### src/rtl/pdc_pkg.sv
package pdc_pkg;

  localparam int INSTR_W = 32;
  localparam int RA_W    = 5;
  localparam int OP_W    = 6;
  localparam int FN_W    = 6;
  localparam int OP_LSB  = INSTR_W - OP_W;
  localparam int RS_LSB  = OP_LSB - RA_W;
  localparam int RT_LSB  = RS_LSB - RA_W;
  localparam int RD_LSB  = RT_LSB - RA_W;
  localparam int TAIL_N  = 2;   // memory and write-back stage registers

  localparam logic [OP_W-1:0] OPC_REG  = 6'h00;
  localparam logic [OP_W-1:0] OPC_BEQ  = 6'h04;
  localparam logic [OP_W-1:0] OPC_ADDI = 6'h08;
  localparam logic [OP_W-1:0] OPC_ORI  = 6'h0D;
  localparam logic [OP_W-1:0] OPC_LD   = 6'h23;
  localparam logic [OP_W-1:0] OPC_ST   = 6'h2B;

  localparam logic [FN_W-1:0] FNC_ADD = 6'h20;
  localparam logic [FN_W-1:0] FNC_SUB = 6'h22;
  localparam logic [FN_W-1:0] FNC_AND = 6'h24;
  localparam logic [FN_W-1:0] FNC_OR  = 6'h25;

  typedef enum logic [1:0] {
    ALU_ADD = 2'd0,
    ALU_SUB = 2'd1,
    ALU_AND = 2'd2,
    ALU_OR  = 2'd3
  } alu_op_e;

  typedef struct packed {
    alu_op_e alu;
    logic    use_imm;
    logic    zero_ext;
    logic    is_branch;
    logic    ovf_chk;
  } ex_ctl_t;

  typedef struct packed {
    logic rd_en;
    logic wr_en;
  } me_ctl_t;

  typedef struct packed {
    logic reg_we;
    logic from_mem;
  } wb_ctl_t;

  typedef struct packed {
    ex_ctl_t         ex;
    me_ctl_t         me;
    wb_ctl_t         wb;
    logic [RA_W-1:0] dest;
    logic            vld;
  } ctl_word_t;

  function automatic logic [OP_W-1:0] f_opcode(input logic [INSTR_W-1:0] ir);
    return ir[OP_LSB +: OP_W];
  endfunction

  function automatic logic [RA_W-1:0] f_rs(input logic [INSTR_W-1:0] ir);
    return ir[RS_LSB +: RA_W];
  endfunction

  function automatic logic [RA_W-1:0] f_rt(input logic [INSTR_W-1:0] ir);
    return ir[RT_LSB +: RA_W];
  endfunction

  function automatic logic [RA_W-1:0] f_rd(input logic [INSTR_W-1:0] ir);
    return ir[RD_LSB +: RA_W];
  endfunction

  // Build the control word for one instruction; unknown encodings give an empty word.
  function automatic ctl_word_t f_decode(input logic [INSTR_W-1:0] ir, input logic live);
    ctl_word_t       w;
    logic            known;
    logic [FN_W-1:0] fn;
    w     = '0;
    known = 1'b1;
    fn    = ir[FN_W-1:0];
    case (f_opcode(ir))
      OPC_REG: begin
        w.wb.reg_we = 1'b1;
        w.dest      = f_rd(ir);
        case (fn)
          FNC_ADD: begin w.ex.alu = ALU_ADD; w.ex.ovf_chk = 1'b1; end
          FNC_SUB: begin w.ex.alu = ALU_SUB; w.ex.ovf_chk = 1'b1; end
          FNC_AND: w.ex.alu = ALU_AND;
          FNC_OR:  w.ex.alu = ALU_OR;
          default: known = 1'b0;
        endcase
      end
      OPC_ADDI: begin
        w.ex.alu     = ALU_ADD;
        w.ex.use_imm = 1'b1;
        w.ex.ovf_chk = 1'b1;
        w.wb.reg_we  = 1'b1;
        w.dest       = f_rt(ir);
      end
      OPC_ORI: begin
        w.ex.alu      = ALU_OR;
        w.ex.use_imm  = 1'b1;
        w.ex.zero_ext = 1'b1;
        w.wb.reg_we   = 1'b1;
        w.dest        = f_rt(ir);
      end
      OPC_LD: begin
        w.ex.alu      = ALU_ADD;
        w.ex.use_imm  = 1'b1;
        w.me.rd_en    = 1'b1;
        w.wb.reg_we   = 1'b1;
        w.wb.from_mem = 1'b1;
        w.dest        = f_rt(ir);
      end
      OPC_ST: begin
        w.ex.alu     = ALU_ADD;
        w.ex.use_imm = 1'b1;
        w.me.wr_en   = 1'b1;
      end
      OPC_BEQ: begin
        w.ex.alu       = ALU_SUB;
        w.ex.is_branch = 1'b1;
      end
      default: known = 1'b0;
    endcase
    if (!(live && known)) w = '0;
    else                  w.vld = 1'b1;
    return w;
  endfunction

endpackage

### src/rtl/pdc_fetch_latch.sv
module pdc_fetch_latch
  import pdc_pkg::*;
(
  input  logic               clk,
  input  logic               rst_n,
  input  logic               live_i,
  input  logic [INSTR_W-1:0] instr_i,
  input  logic               squash_i,
  output logic [INSTR_W-1:0] ir_o,
  output logic               live_o
);

  logic [INSTR_W-1:0] ir_q;
  logic               live_q;

  always_ff @(posedge clk) begin
    if (!rst_n) begin
      ir_q   <= '0;
      live_q <= 1'b0;
    end else begin
      ir_q   <= instr_i;
      live_q <= live_i & ~squash_i;
    end
  end

  assign ir_o   = ir_q;
  assign live_o = live_q;

  a_r9_squash_drops_fetch: assert property (@(posedge clk) disable iff (!rst_n)
    squash_i |=> !live_o);

endmodule

### src/rtl/pdc_decode.sv
module pdc_decode
  import pdc_pkg::*;
(
  input  logic [INSTR_W-1:0] ir_i,
  input  logic               live_i,
  output ctl_word_t          word_o,
  output logic [RA_W-1:0]    rs_o,
  output logic [RA_W-1:0]    rt_o
);

  assign word_o = f_decode(ir_i, live_i);
  assign rs_o   = f_rs(ir_i);
  assign rt_o   = f_rt(ir_i);

endmodule

### src/rtl/pdc_ex_stage.sv
module pdc_ex_stage
  import pdc_pkg::*;
(
  input  logic      clk,
  input  logic      rst_n,
  input  ctl_word_t word_i,
  input  logic      equal_i,
  input  logic      ovf_i,
  output ex_ctl_t   ex_o,
  output logic      vld_o,
  output logic      redirect_o,
  output logic      ovf_kill_o,
  output ctl_word_t word_o
);

  ctl_word_t q;

  always_ff @(posedge clk) begin
    if (!rst_n) q <= '0;
    else        q <= word_i;
  end

  assign ex_o       = q.ex;
  assign vld_o      = q.vld;
  assign redirect_o = q.vld & q.ex.is_branch & equal_i;
  assign ovf_kill_o = q.vld & q.ex.ovf_chk & ovf_i;

  always_comb begin
    word_o = q;
    if (ovf_kill_o) word_o.wb.reg_we = 1'b0;
  end

  // a redirect needs a live branch in this stage
  a_r8_redirect_from_branch: assert property (@(posedge clk) disable iff (!rst_n)
    redirect_o |-> (vld_o && ex_o.alu == ALU_SUB));

endmodule

### src/rtl/pdc_tail.sv
module pdc_tail
  import pdc_pkg::*;
(
  input  logic            clk,
  input  logic            rst_n,
  input  ctl_word_t       word_i,
  output logic            mem_read_o,
  output logic            mem_write_o,
  output logic            mem_wb_pend_o,
  output logic            wb_we_o,
  output logic            wb_from_mem_o,
  output logic [RA_W-1:0] wb_dest_o
);

  ctl_word_t stg_q [TAIL_N];

  generate
    for (genvar g = 0; g < TAIL_N; g++) begin : g_stage
      if (g == 0) begin : g_head
        always_ff @(posedge clk) begin
          if (!rst_n) stg_q[g] <= '0;
          else        stg_q[g] <= word_i;
        end
      end else begin : g_follow
        always_ff @(posedge clk) begin
          if (!rst_n) stg_q[g] <= '0;
          else        stg_q[g] <= stg_q[g-1];
        end
      end
    end
  endgenerate

  assign mem_read_o    = stg_q[0].vld & stg_q[0].me.rd_en;
  assign mem_write_o   = stg_q[0].vld & stg_q[0].me.wr_en;
  assign mem_wb_pend_o = stg_q[0].vld & stg_q[0].wb.reg_we;
  assign wb_we_o       = stg_q[TAIL_N-1].vld & stg_q[TAIL_N-1].wb.reg_we;
  assign wb_from_mem_o = stg_q[TAIL_N-1].wb.from_mem;
  assign wb_dest_o     = stg_q[TAIL_N-1].dest;

  a_r4_one_mem_strobe: assert property (@(posedge clk) disable iff (!rst_n)
    !(mem_read_o && mem_write_o));

  a_r7_store_never_writes: assert property (@(posedge clk) disable iff (!rst_n)
    mem_write_o |=> !wb_we_o);

endmodule

### src/rtl/pdc_ctrl.sv
module pdc_ctrl
  import pdc_pkg::*;
(
  input  logic                 clk,
  input  logic                 rst_n,
  input  logic                 fetch_valid_i,
  input  logic [INSTR_W-1:0]   fetch_instr_i,
  input  logic                 ex_equal_i,
  input  logic                 ex_ovf_i,
  output logic [RA_W-1:0]      id_rs_o,
  output logic [RA_W-1:0]      id_rt_o,
  output logic                 id_valid_o,
  output logic                 ex_valid_o,
  output logic [1:0]           ex_alu_op_o,
  output logic                 ex_use_imm_o,
  output logic                 ex_zero_ext_o,
  output logic                 ex_branch_o,
  output logic                 redirect_o,
  output logic                 mem_read_o,
  output logic                 mem_write_o,
  output logic                 wb_we_o,
  output logic [RA_W-1:0]      wb_dest_o,
  output logic                 wb_from_mem_o
);

  logic [INSTR_W-1:0] ir_d;
  logic               live_d;
  ctl_word_t          word_d;
  ctl_word_t          word_x;
  ex_ctl_t            ex_ctl;
  logic               redirect;
  logic               ovf_kill;
  logic               mem_wb_pend;

  pdc_fetch_latch u_fetch (
    .clk      (clk),
    .rst_n    (rst_n),
    .live_i   (fetch_valid_i),
    .instr_i  (fetch_instr_i),
    .squash_i (redirect),
    .ir_o     (ir_d),
    .live_o   (live_d)
  );

  pdc_decode u_dec (
    .ir_i   (ir_d),
    .live_i (live_d),
    .word_o (word_d),
    .rs_o   (id_rs_o),
    .rt_o   (id_rt_o)
  );

  pdc_ex_stage u_ex (
    .clk        (clk),
    .rst_n      (rst_n),
    .word_i     (word_d),
    .equal_i    (ex_equal_i),
    .ovf_i      (ex_ovf_i),
    .ex_o       (ex_ctl),
    .vld_o      (ex_valid_o),
    .redirect_o (redirect),
    .ovf_kill_o (ovf_kill),
    .word_o     (word_x)
  );

  pdc_tail u_tail (
    .clk           (clk),
    .rst_n         (rst_n),
    .word_i        (word_x),
    .mem_read_o    (mem_read_o),
    .mem_write_o   (mem_write_o),
    .mem_wb_pend_o (mem_wb_pend),
    .wb_we_o       (wb_we_o),
    .wb_from_mem_o (wb_from_mem_o),
    .wb_dest_o     (wb_dest_o)
  );

  assign id_valid_o    = word_d.vld;
  assign ex_alu_op_o   = ex_ctl.alu;
  assign ex_use_imm_o  = ex_ctl.use_imm;
  assign ex_zero_ext_o = ex_ctl.zero_ext;
  assign ex_branch_o   = ex_ctl.is_branch & ex_valid_o;
  assign redirect_o    = redirect;

  a_r1_quiet_after_reset: assert property (@(posedge clk) disable iff (!rst_n)
    $rose(rst_n) |-> (!wb_we_o && !mem_read_o && !mem_write_o && !ex_valid_o && !id_valid_o));

  a_r5_write_follows_mem: assert property (@(posedge clk) disable iff (!rst_n)
    wb_we_o |-> $past(mem_wb_pend));

  a_r9_shadow_empty: assert property (@(posedge clk) disable iff (!rst_n)
    redirect_o |=> !id_valid_o);

  a_r10_ovf_cancels: assert property (@(posedge clk) disable iff (!rst_n)
    ovf_kill |=> !mem_wb_pend);

endmodule

### config.mk
export PLATFORM = sky130hd
export DESIGN_NAME = pdc_ctrl
export DESIGN_NICKNAME = d
export VERILOG_FILES = /design/src/rtl/pdc_pkg.sv /design/src/rtl/pdc_fetch_latch.sv /design/src/rtl/pdc_decode.sv /design/src/rtl/pdc_ex_stage.sv /design/src/rtl/pdc_tail.sv /design/src/rtl/pdc_ctrl.sv
export SDC_FILE = /design/constraint.sdc
export NUM_CORES = 1
export LEC_CHECK = 0
export CORE_MARGIN = 8
export CORE_UTILIZATION = 41
export DETAILED_ROUTE_END_ITERATION = 10
export HOLD_SLACK_MARGIN = 0.12
export PLACE_DENSITY = 0.68
export SYNTH_ARGS = -nofsm -noshare
export SYNTH_HDL_FRONTEND = slang
export SYNTH_SLANG_ARGS = --single-unit
### constraint.sdc
create_clock -name clk -period 3.7 [get_ports clk]
set_input_delay 0.74 -clock clk [delete_from_list [all_inputs] [get_ports clk]]
set_output_delay 0.74 -clock clk [all_outputs]
set_load 0.01 [all_outputs]
==> impl_metrics.ini <==
[yosys]
async_flop_share_pct = 0
synth_edf_count = 0
ys_seq_area_share_pct = 59.0
synth_top_area_share_pct = 59.0
avgSynthCellArea_um2 = 10.5
ys_warn_count = 0
ys_seq_elements = 60
synth.largest_area_cell = dfxtp_1
ys_top_cells_by_area = dfxtp_1, and2_1, buf_4
ys_types = 32
synth_cells = 193
syn_nets = 230
synth_area_um2 = 2030
ys.flop_type = dfxtp_1

[power_and_ir_drop]
power_uw = 1350
internal-power_uw = 1080
pwr-share-clk_pct = 43.3
p_seq_share_pct = 50.2
ir_drop_v = 0.000280
netSwitchingFraction_pct = 19.5
switchingPower_uw = 262
p_per_area_nw_per_um2 = 492
leakage_uw = 0.00104
pwr-share-comb_pct = 6.5

[sta]
relSlewSlack_pct = 61.9
fin_worst_skew_ns = 0.00636
min_period_over_period_pct = 86.3
worstMarginPinSlew_ns = 0.568
setup_viol = 0
finalCriticalPeriod_ns = 3.19
rsz0062_at_grt = false
fin_setup_tns_ns = 0
hold_ws_ns = 0.407
finalHoldViolations = 0
maxSlewViolCount = 0
timing.fmax_ghz = 0.313

[critical_path]
setup.worst_path.class = reg2out
reg2reg_from = u_fetch.ir_o[26]
max_stage_delay_ns = 0.58
crit_buf_inv = 1
setup.worst_path.end = id_valid_o
crit_cells = 4
crit_chain = or4_4 -> or3_2 -> a21boi_0 -> clkdlybuf4s50_1
cp.arrival_ns = 2.45
reg2reg_to = u_ex.ex_o[0]
critPathLaunchType = flop
cp.required_ns = 2.96
crit_start = u_fetch.ir_o[26]
slowest_stage = or4_4
critPathCaptureType = output port
path_max_fanout = 8
crit_family = simple AND/OR/NAND/NOR gates
rr_worst_depth = 3
r2r_slack_ns = 1.88

[clock_tree]
htreeDepth = 3
clkSinkCount = 60
clock_latency_ns = 0.32
hold_buffers = 0
cts_setup_buffers = 0
cts_tree = yes
clk_pin_slew_ns = 0.06
ctsLongestPathBuffers = 2
cts-root-buf = clkbuf_8
post_cts_resized = 0
numCtsBuffers = 9

[cells_and_area]
layout.cells.non_filler = 308
n_antenna_cell = 0
nNetsFinal = 274
final_layout_size_suffix_gt1_share_pct = 8.71
stdcell_area_um2 = 2730
syn_to_final_growth_pct = 34.3

[flow_run]
maxCapViolations = 0

[floorplanning]
coreArea_um2 = 4750
die_w_um = 86.4
io_pins = 64
die_y_um = 86.4
dieArea_um2 = 7470
rows = 25
start_util_pct = 42.8

[drt]
drt_iter0_markers = 45
drc = 0
dr.pass1.iters = 4
wl_um = 3510
dr_total_vias = 1291
antenna_left = 0
drt-vias-per-instance = 4.19
wl_per_cell_um = 11.4

[place]
hpwlAfterDp_um = 2480
dp_cells = 293
port_buffers = 58
dpl_cell_area_um2 = 2530
place.gp.congestion = 0.750

[outcome]
status = finished clean

[global_routing]
grt_usage_pct = 10.5
antenna_found_initial = 0
grt_pass1_wl_um = 5860
overflow = 0
grt_max_degree = 47
grt_pass1_vias = 1242

[min_path]
min_path_type = reg2reg
cell type report:
| class | count | area [um^2] |
|---|---|---|
| fill | 449 | 2020 |
| sequential | 60 | 1200 |
| multi-input combinational | 104 | 646 |
| timing repair buffer | 59 | 588 |
| clock buffer | 14 | 173 |
| tap | 67 | 83.8 |
| clock inverter | 1 | 30.0 |
| inverter | 3 | 11.3 |
power groups by stage:
stage	Clock, uW	Sequential [uW]	Combinational, uW
floorplan	0	684	50.8
global placement	0	690	87.7
CTS	604	676	88.4
finish	583	676	86.9
global route	636	678	96.4
detailed placement	0	690	87.9
cells in the final DEF (no fill, tap or decap), types with 2 or more instances in the layout:
| cell type | instances |
|---|---|
| xnor2_1 | 2 |
| nand3_1 | 5 |
| inv_1 | 3 |
| nor3_1 | 3 |
| nor3b_1 | 2 |
| a21oi_1 | 4 |
| clkdlybuf4s50_1 | 58 |
| dfxtp_1 | 60 |
| clkbuf_1 | 2 |
| nor2_1 | 12 |
| nand2_1 | 5 |
| a22oi_1 | 6 |
| and2_1 | 47 |
| clkbuf_8 | 12 |
kinds of logic (layout without fill, tap and decap cells):
family / count (synthesis) / in the layout / synth area share [%]
AND/OR/NAND/NOR: 84 / 84 / 24.4
XOR/XNOR: 2 / 2 / 0.861
multiplexers: 1 / 1 / 0.492
AO/OA/AOI/OAI: 17 / 17 / 5.97
buffers and inverters: 29 / 77 / 9.23
flip-flops: 60 / 60 / 59.0
cell usage after synthesis (2+ instances only):
| cell type | n |
|---|---|
| and2_1 | 47 |
| xnor2_1 | 2 |
| clkbuf_1 | 7 |
| nor3b_1 | 2 |
| nor2_1 | 12 |
| nand2_1 | 5 |
| a21oi_1 | 4 |
| buf_4 | 17 |
| buf_6 | 2 |
| nor3_1 | 3 |
| inv_1 | 3 |
| nand3_1 | 5 |
| dfxtp_1 | 60 |
| a22oi_1 | 6 |
per-layer routing:
metal | up-vias | global-route usage, % | wire (um)
met5 | - | 0 | 0
met4 | 0 | 7.51 | 38
met3 | 2 | 5.67 | 326
met2 | 43 | 14.2 | 1500
met1 | 548 | 12.2 | 1640
li1 | 698 | - | -
metrics by stage:
| step | util (%) | setup WS [ns] |
|---|---|---|
| after floorplan | - | 1.30 |
| after detailed placement | 53.2 | 0.851 |
| after CTS | 57.5 | 0.484 |
| after global placement | 53.2 | 0.853 |
| after global routing | 57.5 | 0.402 |
| final | 57.5 | 0.507 |
flip-flops by register name, summed over array words and instances, names as in the netlist:
signal and cells:
u_tail.stg_q 17, u_ex.vld_o 1, u_ex.ex_o 6, u_fetch.live_o 1, u_fetch.ir_o 27, u_ex.q 1
u_ex.word_o 7
how the worst min path moves through the flow:
stage / start / endpoint / slack (ns) / depth (start not counted)
finish: u_ex.ex_o[0] / u_tail.stg_q[0][7] / 0.41 / 1
global route: u_ex.ex_o[0] / u_tail.stg_q[0][7] / 0.42 / 1
CTS: u_ex.ex_o[0] / u_tail.stg_q[0][7] / 0.41 / 1
detailed placement: u_ex.ex_o[0] / u_tail.stg_q[0][7] / 0.40 / 1
global placement: u_ex.ex_o[0] / u_tail.stg_q[0][7] / 0.40 / 1
floorplan: u_ex.ex_o[0] / u_tail.stg_q[0][7] / 0.39 / 1
No activity file was read; power rests on OpenSTA's default activity.
